<file path="config.mk">
export PLATFORM = sky130hd
export DESIGN_NAME = dual_slope_seq
export DESIGN_NICKNAME = d
export VERILOG_FILES = /design/src/rtl/dsc_pkg.sv /design/src/rtl/dsc_cycle_counter.sv /design/src/rtl/dsc_phase_fsm.sv /design/src/rtl/dsc_result_stage.sv /design/src/rtl/dual_slope_seq.sv
export SDC_FILE = /design/constraint.sdc
export NUM_CORES = 1
export LEC_CHECK = 0
export CAP_MARGIN = 10
export CORE_MARGIN = 3
export CORE_UTILIZATION = 65
export DETAILED_ROUTE_END_ITERATION = 8
export DONT_BUFFER_PORTS = 1
export GPL_TIMING_DRIVEN = 0
export PLACE_DENSITY = 0.88
export SLEW_MARGIN = 40
export SYNTH_ARGS = -nofsm -noshare
export SYNTH_HDL_FRONTEND = slang
export SYNTH_SLANG_ARGS = --single-unit
export TNS_END_PERCENT = 20
</file>
<file path="constraint.sdc">
create_clock -name clk -period 5.1 [get_ports clk]
set_clock_uncertainty 0.15 [all_clocks]
set_input_delay 0.255 -clock clk [delete_from_list [all_inputs] [get_ports clk]]
set_output_delay 0.255 -clock clk [all_outputs]
set_load 0.01 [all_outputs]
</file>
<file path="src/rtl/dsc_pkg.sv">
package dsc_pkg;
  typedef enum logic [2:0] {
    PH_DEAD_IN  = 3'd0,
    PH_INTEG    = 3'd1,
    PH_DEAD_DIS = 3'd2,
    PH_DISCH    = 3'd3,
    PH_HOLD     = 3'd4
  } phase_e;

  typedef enum logic [1:0] {
    ST_OK      = 2'd0,
    ST_INT_OVF = 2'd1,
    ST_DIS_OVF = 2'd2
  } status_e;
endpackage

</file>
<file path="src/rtl/dsc_cycle_counter.sv">
module dsc_cycle_counter #(
  parameter int W = 16
) (
  input  logic         clk,
  input  logic         rst_n,
  input  logic         clr,
  input  logic         en,
  output logic [W-1:0] cnt
);
  always_ff @(posedge clk or negedge rst_n) begin
    if (!rst_n)   cnt <= '0;
    else if (clr) cnt <= '0;
    else if (en)  cnt <= cnt + 1'b1;
  end
endmodule

</file>
<file path="src/rtl/dsc_phase_fsm.sv">
module dsc_phase_fsm
  import dsc_pkg::*;
#(
  parameter int INT_W     = 16,
  parameter int DIS_W     = 16,
  parameter int SLOT_LOG2 = 7,
  parameter int OVF_LIMIT = 65408,
  parameter int DIS_LIMIT = 65535,
  parameter int DEAD_CYC  = 2
) (
  input  logic             clk,
  input  logic             rst_n,
  input  logic             thr_cmp,
  input  logic             zero_cmp,
  input  logic [INT_W-1:0] int_cnt,
  input  logic [DIS_W-1:0] dis_cnt,
  input  logic             res_accept,
  output logic             in_sw_en,
  output logic             dis_sw_en,
  output logic             int_clr,
  output logic             int_en,
  output logic             dis_clr,
  output logic             dis_en,
  output logic             cap_stb,
  output logic [INT_W-1:0] cap_int,
  output logic [DIS_W-1:0] cap_dis,
  output status_e          cap_status
);
  localparam int DZ_W = $clog2(DEAD_CYC + 1);
  localparam logic [DZ_W-1:0] DZ_LAST = DZ_W'(DEAD_CYC - 1);
  localparam logic [INT_W-1:0] INT_LAST = INT_W'(OVF_LIMIT - 1);
  localparam logic [DIS_W-1:0] DIS_LAST = DIS_W'(DIS_LIMIT - 1);

  phase_e           phase, nxt;
  logic [DZ_W-1:0]  dz_q;
  logic [INT_W-1:0] int_len_q, int_len_d;
  logic             slot_last;

  assign slot_last = &int_cnt[SLOT_LOG2-1:0];
  assign int_clr   = (phase == PH_DEAD_IN);
  assign int_en    = (phase == PH_INTEG);
  assign dis_clr   = (phase == PH_DEAD_DIS);
  assign dis_en    = (phase == PH_DISCH);

  always_comb begin
    nxt        = phase;
    int_len_d  = int_len_q;
    cap_stb    = 1'b0;
    cap_int    = int_len_q;
    cap_dis    = '0;
    cap_status = ST_OK;
    case (phase)
      PH_DEAD_IN:  if (dz_q == DZ_LAST) nxt = PH_INTEG;
      PH_INTEG: begin
        if (slot_last && thr_cmp) begin
          nxt       = PH_DEAD_DIS;
          int_len_d = INT_W'(int_cnt + 1'b1);
        end else if (int_cnt == INT_LAST) begin
          nxt        = PH_HOLD;
          cap_stb    = 1'b1;
          cap_int    = INT_W'(OVF_LIMIT);
          cap_status = ST_INT_OVF;
        end
      end
      PH_DEAD_DIS: if (dz_q == DZ_LAST) nxt = PH_DISCH;
      PH_DISCH: begin
        if (zero_cmp) begin
          nxt     = PH_HOLD;
          cap_stb = 1'b1;
          cap_dis = DIS_W'(dis_cnt + 1'b1);
        end else if (dis_cnt == DIS_LAST) begin
          nxt        = PH_HOLD;
          cap_stb    = 1'b1;
          cap_dis    = DIS_W'(DIS_LIMIT);
          cap_status = ST_DIS_OVF;
        end
      end
      PH_HOLD:     if (res_accept) nxt = PH_DEAD_IN;
      default:     nxt = PH_DEAD_IN;
    endcase
  end

  always_ff @(posedge clk or negedge rst_n) begin
    if (!rst_n) begin
      phase     <= PH_DEAD_IN;
      dz_q      <= '0;
      int_len_q <= '0;
      in_sw_en  <= 1'b0;
      dis_sw_en <= 1'b0;
    end else begin
      phase     <= nxt;
      int_len_q <= int_len_d;
      in_sw_en  <= (nxt == PH_INTEG);
      dis_sw_en <= (nxt == PH_DISCH);
      if (nxt != phase) dz_q <= '0;
      else if (phase == PH_DEAD_IN || phase == PH_DEAD_DIS) dz_q <= dz_q + 1'b1;
    end
  end

  // the discharge counter never runs past its limit
  assert_dis_limit_R8: assert property (@(posedge clk) disable iff (!rst_n)
    dis_en |-> (dis_cnt < DIS_W'(DIS_LIMIT)));

  // the input switch and the discharge counter are never active together
  assert_int_dis_excl_R2: assert property (@(posedge clk) disable iff (!rst_n)
    in_sw_en |-> !dis_en);
endmodule

</file>
<file path="src/rtl/dsc_result_stage.sv">
module dsc_result_stage
  import dsc_pkg::*;
#(
  parameter int INT_W     = 16,
  parameter int DIS_W     = 16
) (
  input  logic             clk,
  input  logic             rst_n,
  input  logic             cap_stb,
  input  logic [INT_W-1:0] cap_int,
  input  logic [DIS_W-1:0] cap_dis,
  input  status_e          cap_status,
  input  logic             res_ready,
  output logic             res_valid,
  output logic [INT_W-1:0] res_int_cnt,
  output logic [DIS_W-1:0] res_dis_cnt,
  output logic [1:0]       res_status,
  output logic             res_first,
  output logic             done
);
  logic first_pend;

  always_ff @(posedge clk or negedge rst_n) begin
    if (!rst_n) begin
      res_valid   <= 1'b0;
      res_int_cnt <= '0;
      res_dis_cnt <= '0;
      res_status  <= ST_OK;
      res_first   <= 1'b0;
      done        <= 1'b0;
      first_pend  <= 1'b1;
    end else begin
      done <= cap_stb;
      if (cap_stb) begin
        res_valid   <= 1'b1;
        res_int_cnt <= cap_int;
        res_dis_cnt <= cap_dis;
        res_status  <= cap_status;
        res_first   <= first_pend;
      end else if (res_valid && res_ready) begin
        res_valid  <= 1'b0;
        first_pend <= 1'b0;
      end
    end
  end

  // a stalled beat keeps its content
  assert_hold_stable_R6: assert property (@(posedge clk) disable iff (!rst_n)
    (res_valid && !res_ready) |=> (res_valid && $stable(res_int_cnt) &&
                                   $stable(res_dis_cnt) && $stable(res_status)));

  // done only marks a beat that is valid
  assert_done_valid_R5: assert property (@(posedge clk) disable iff (!rst_n)
    done |-> res_valid);

  // an integration overflow reports a zero discharge count
  assert_int_ovf_zero_R7: assert property (@(posedge clk) disable iff (!rst_n)
    (res_valid && res_status == ST_INT_OVF) |-> (res_dis_cnt == '0));
endmodule

</file>
<file path="src/rtl/dual_slope_seq.sv">
module dual_slope_seq
  import dsc_pkg::*;
#(
  parameter int INT_W     = 16,
  parameter int DIS_W     = 16,
  parameter int SLOT_LOG2 = 7,
  parameter int OVF_LIMIT = (1 << INT_W) - (1 << SLOT_LOG2),
  parameter int DIS_LIMIT = (1 << DIS_W) - 1,
  parameter int DEAD_CYC  = 2
) (
  input  logic             clk,
  input  logic             rst_n,
  input  logic             thr_cmp,
  input  logic             zero_cmp,
  output logic             in_sw_en,
  output logic             dis_sw_en,
  output logic             res_valid,
  input  logic             res_ready,
  output logic [INT_W-1:0] res_int_cnt,
  output logic [DIS_W-1:0] res_dis_cnt,
  output logic [1:0]       res_status,
  output logic             res_first,
  output logic             done
);
  logic [INT_W-1:0] int_cnt, cap_int;
  logic [DIS_W-1:0] dis_cnt, cap_dis;
  logic             int_clr, int_en, dis_clr, dis_en, cap_stb;
  status_e          cap_status;

  dsc_cycle_counter #(.W(INT_W)) u_int_cnt (
    .clk(clk), .rst_n(rst_n), .clr(int_clr), .en(int_en), .cnt(int_cnt));

  dsc_cycle_counter #(.W(DIS_W)) u_dis_cnt (
    .clk(clk), .rst_n(rst_n), .clr(dis_clr), .en(dis_en), .cnt(dis_cnt));

  dsc_phase_fsm #(
    .INT_W(INT_W), .DIS_W(DIS_W), .SLOT_LOG2(SLOT_LOG2),
    .OVF_LIMIT(OVF_LIMIT), .DIS_LIMIT(DIS_LIMIT), .DEAD_CYC(DEAD_CYC)
  ) u_fsm (
    .clk(clk), .rst_n(rst_n), .thr_cmp(thr_cmp), .zero_cmp(zero_cmp),
    .int_cnt(int_cnt), .dis_cnt(dis_cnt), .res_accept(res_valid && res_ready),
    .in_sw_en(in_sw_en), .dis_sw_en(dis_sw_en),
    .int_clr(int_clr), .int_en(int_en), .dis_clr(dis_clr), .dis_en(dis_en),
    .cap_stb(cap_stb), .cap_int(cap_int), .cap_dis(cap_dis), .cap_status(cap_status));

  dsc_result_stage #(.INT_W(INT_W), .DIS_W(DIS_W)) u_res (
    .clk(clk), .rst_n(rst_n), .cap_stb(cap_stb), .cap_int(cap_int),
    .cap_dis(cap_dis), .cap_status(cap_status), .res_ready(res_ready),
    .res_valid(res_valid), .res_int_cnt(res_int_cnt), .res_dis_cnt(res_dis_cnt),
    .res_status(res_status), .res_first(res_first), .done(done));

  // the two switches are mutually exclusive
  assert_sw_excl_R2: assert property (@(posedge clk) disable iff (!rst_n)
    !(in_sw_en && dis_sw_en));

  // two open cycles precede the discharge switch
  assert_dead_dis_R2: assert property (@(posedge clk) disable iff (!rst_n)
    $rose(dis_sw_en) |-> (!$past(in_sw_en) && !$past(in_sw_en, 2)));

  // integration only stops at the last cycle of a slot
  assert_slot_end_R3: assert property (@(posedge clk) disable iff (!rst_n)
    $fell(in_sw_en) |-> $past(&int_cnt[SLOT_LOG2-1:0]));
endmodule

</file>
==> results_dict.tcl <==
set metrics [dict create \
    clock_path_buffers 2 \
    fmax_mhz 405 \
    avgRoutedWirePerCell_um 17.2 \
    crit_fanout 10 \
    nNetsFinal 495 \
    grt_setup_unrepaired "no" \
    hpwl_um 6590 \
    n_antenna_cell 0 \
    die_w_um 88.4 \
    cts_buffers 9 \
    tns_ns 0 \
    synth.area.top_cells "dfrtp_1 (52%), nand2_1 (6.9%), a21oi_1 (4.8%)" \
    worst_pin_slew_ns 0.628 \
    num_rows 29 \
    antenna_found_initial 0 \
    whs_path_depth 2 \
    final_area_um2 4770 \
    drv_cap 0 \
    peakVddDrop_mv 0.239 \
    layout_commonest_cell "dfrtp_1" \
    yosys_warnings 0 \
    initial_utilization_pct 68.3 \
    fin_ws_ns 2.63 \
    clk_pin_slew_ns 0.10 \
    end_kind "register" \
    die_area_um2 7810 \
    min_period_over_period_pct 48.4 \
    cp.required_ns 5.26 \
    clock_latency_ns 0.37 \
    htree_levels 3 \
    slew_headroom_pct 58.1 \
    synth_nets 480 \
    status "finished, final reports clean" \
    dr.pass1.iters 5 \
    dieHeight_um 88.4 \
    fill_cells 437 \
    finalMaxSlewViolations 0 \
    drive_gt1_share_pct 8.15 \
    ys_seq_area_share_pct 52.8 \
    vias 3582 \
    areaGrowthSynthToFinish_pct 8.23 \
    async_reset_ff_share_pct 100 \
    ff2ff_path_depth 8 \
    grt_max_degree 94 \
    power_density_nw_per_um2 324 \
    synthFlopType "dfrtp_1" \
    cts.sinks 93 \
    place_congestion 0.886 \
    drtIter0Drc 437 \
    yosys.area.top_type "dfrtp_1" \
    port_buffers 0 \
    ant_nets 0 \
    grt_pass1_wl_um 16300 \
    synth_edf_count 0 \
    grt_pass1_vias 3326 \
    worst_ep_arrival_time_ns 2.63 \
    syn_area_per_cell_um2 9.36 \
    io_pins 44 \
    cts_root_buf "clkbuf_8" \
    viasPerCell 6.31 \
    grt_usage_pct 27.2 \
    min_period_ns 2.47 \
    p_leak_nw 2.12 \
    drc_errors 0 \
    setup_violations 0 \
    coreArea_um2 6460 \
    cts_tree "yes" \
    placed_area_um2 4510 \
    crit_type "register to register" \
    pre_cts_ws_ns 2.71 \
    hold_viol 0 \
    crit_path_start_kind "register" \
    postCtsSetupBuffers 0 \
    layout_common_cells "dfrtp_1 (92), nand2_1 (81), a21oi_1 (42)" \
    hold_path.class "input port to register" \
    ys_seq_elements 93 \
    synth_cells 471 \
    drt-total-wl_um 9790 \
    overflow 0 \
    synth_top_cell_area_share_pct 52.2 \
    netlist-cell-type-count 50 \
    syn_area_um2 4410 \
]
[area by class of cell]
| cell class | count | area [um^2] | share of cell area [%] |
|---|---|---|---|
| timing repair buffer | 4 | 57.6 | 1.21 |
| tap | 77 | 96.3 | 2.02 |
| clock inverter | 7 | 85.1 | 1.78 |
| clock buffer | 9 | 124 | 2.60 |
| multi-input combinational | 329 | 1880 | 39.3 |
| sequential | 93 | 2330 | 48.8 |
| buffer | 28 | 125 | 2.62 |
| inverter | 21 | 78.8 | 1.65 |
[worst max-delay path: stages (launching register included)]
cell	delay [ns]
dfrtp_1	0.50
inv_1	0.10
ha_1	0.15
nand3_1	0.10
or4_4	0.54
a21o_1	0.28
buf_2	0.22
a21oi_1	0.25
a21o_1	0.12
[metrics by stage]
stage | utilization, % | hold slack [ns] | total power (W) | std cells
final | 73.9 | 0.189 | 0.00154 | 568
after global routing | 73.9 | 0.233 | 0.00162 | 568
after global placement | 69.8 | -0.189 | 0.00100 | 548
after detailed placement | 69.8 | -0.188 | 0.00102 | 548
after CTS | 73.9 | 0.182 | 0.00155 | 568
after floorplan | - | -0.191 | 0.000964 | 471
[power by group]
group / switching (W) / leakage (nW) / internal (W) / total, W
logic: 0.000132 / 0.857 / 0.0000789 / 0.000211
registers: 0.0000403 / 1.15 / 0.000775 / 0.000815
clock network: 0.000281 / 0.107 / 0.000238 / 0.000518
[sequential cells by signal, summed over array words and instances, names as in the netlist, 2 cells and up]
register and cells:
u_dis_cnt.cnt 16, u_fsm.dz_q 2, u_fsm.int_len_q 16, u_fsm.phase 3, u_int_cnt.cnt 16, u_res.res_dis_cnt 16, u_res.res_int_cnt 16, u_res.res_status 2
[Yosys cell counts, drive strengths merged (2+ instances only)]
| master | instances |
|---|---|
| a211oi | 3 |
| a21o | 8 |
| a21oi | 43 |
| a22o | 4 |
| a31oi | 13 |
| and2 | 4 |
| and3 | 6 |
| and4 | 3 |
| buf | 13 |
| clkbuf | 15 |
| dfrtp | 92 |
| ha | 4 |
| inv | 21 |
| mux2i | 5 |
| nand2 | 81 |
| nand2b | 2 |
| nand3 | 26 |
| nand4 | 9 |
| nor2 | 21 |
| nor2b | 2 |
| nor3 | 11 |
| o21ai | 34 |
| o22ai | 8 |
| o31ai | 2 |
| or2 | 2 |
| or4 | 3 |
| xnor2 | 12 |
| xor2 | 10 |
[layer usage]
| layer | routed length, um | vias up | track usage [%] | part of all wire, % |
|---|---|---|---|---|
| met4 | 252 | 0 | 12.6 | 2.6 |
| met1 | 4300 | 1698 | 39.5 | 44 |
| met2 | 4410 | 189 | 39.4 | 45 |
| met3 | 825 | 29 | 5.49 | 8.4 |
| li1 | - | 1666 | - | - |
| met5 | 0 | - | 0 | 0 |
[cell families after synthesis]
group                    share of synthesized area (%)
AND/OR/NAND/NOR                                   19.2
multiplexers                                      1.39
adder cells (fa/ha/maj)                           1.14
AO/OA/AOI/OAI                                     16.5
buffers and inverters                             4.63
XOR/XNOR                                          4.37
flip-flops                                        52.8
[path summary, 6_finish.rpt]
kind | slack, ns | start | to
max | 2.63 | u_dis_cnt.cnt[0] | u_res.res_dis_cnt[7]
min | 0.19 | thr_cmp | u_fsm.int_len_q[15]
max reg2reg | 2.63 | u_dis_cnt.cnt[0] | u_res.res_dis_cnt[7]
min reg2reg | 0.34 | u_fsm.int_len_q[9] | u_fsm.int_len_q[9]
max in group asynchronous | 4.12 | rst_n | u_res.first_pend
min in group asynchronous | 0.30 | rst_n | u_res.res_dis_cnt[1]
[repair_timing]
| action | CTS | global route |
|---|---|---|
| hold buffers | 4 | 0 |
| endpoints found under the hold margin | 103 | 0 |
| gates resized for setup | 0 | 0 |
(Power assumes the default switching activity.)
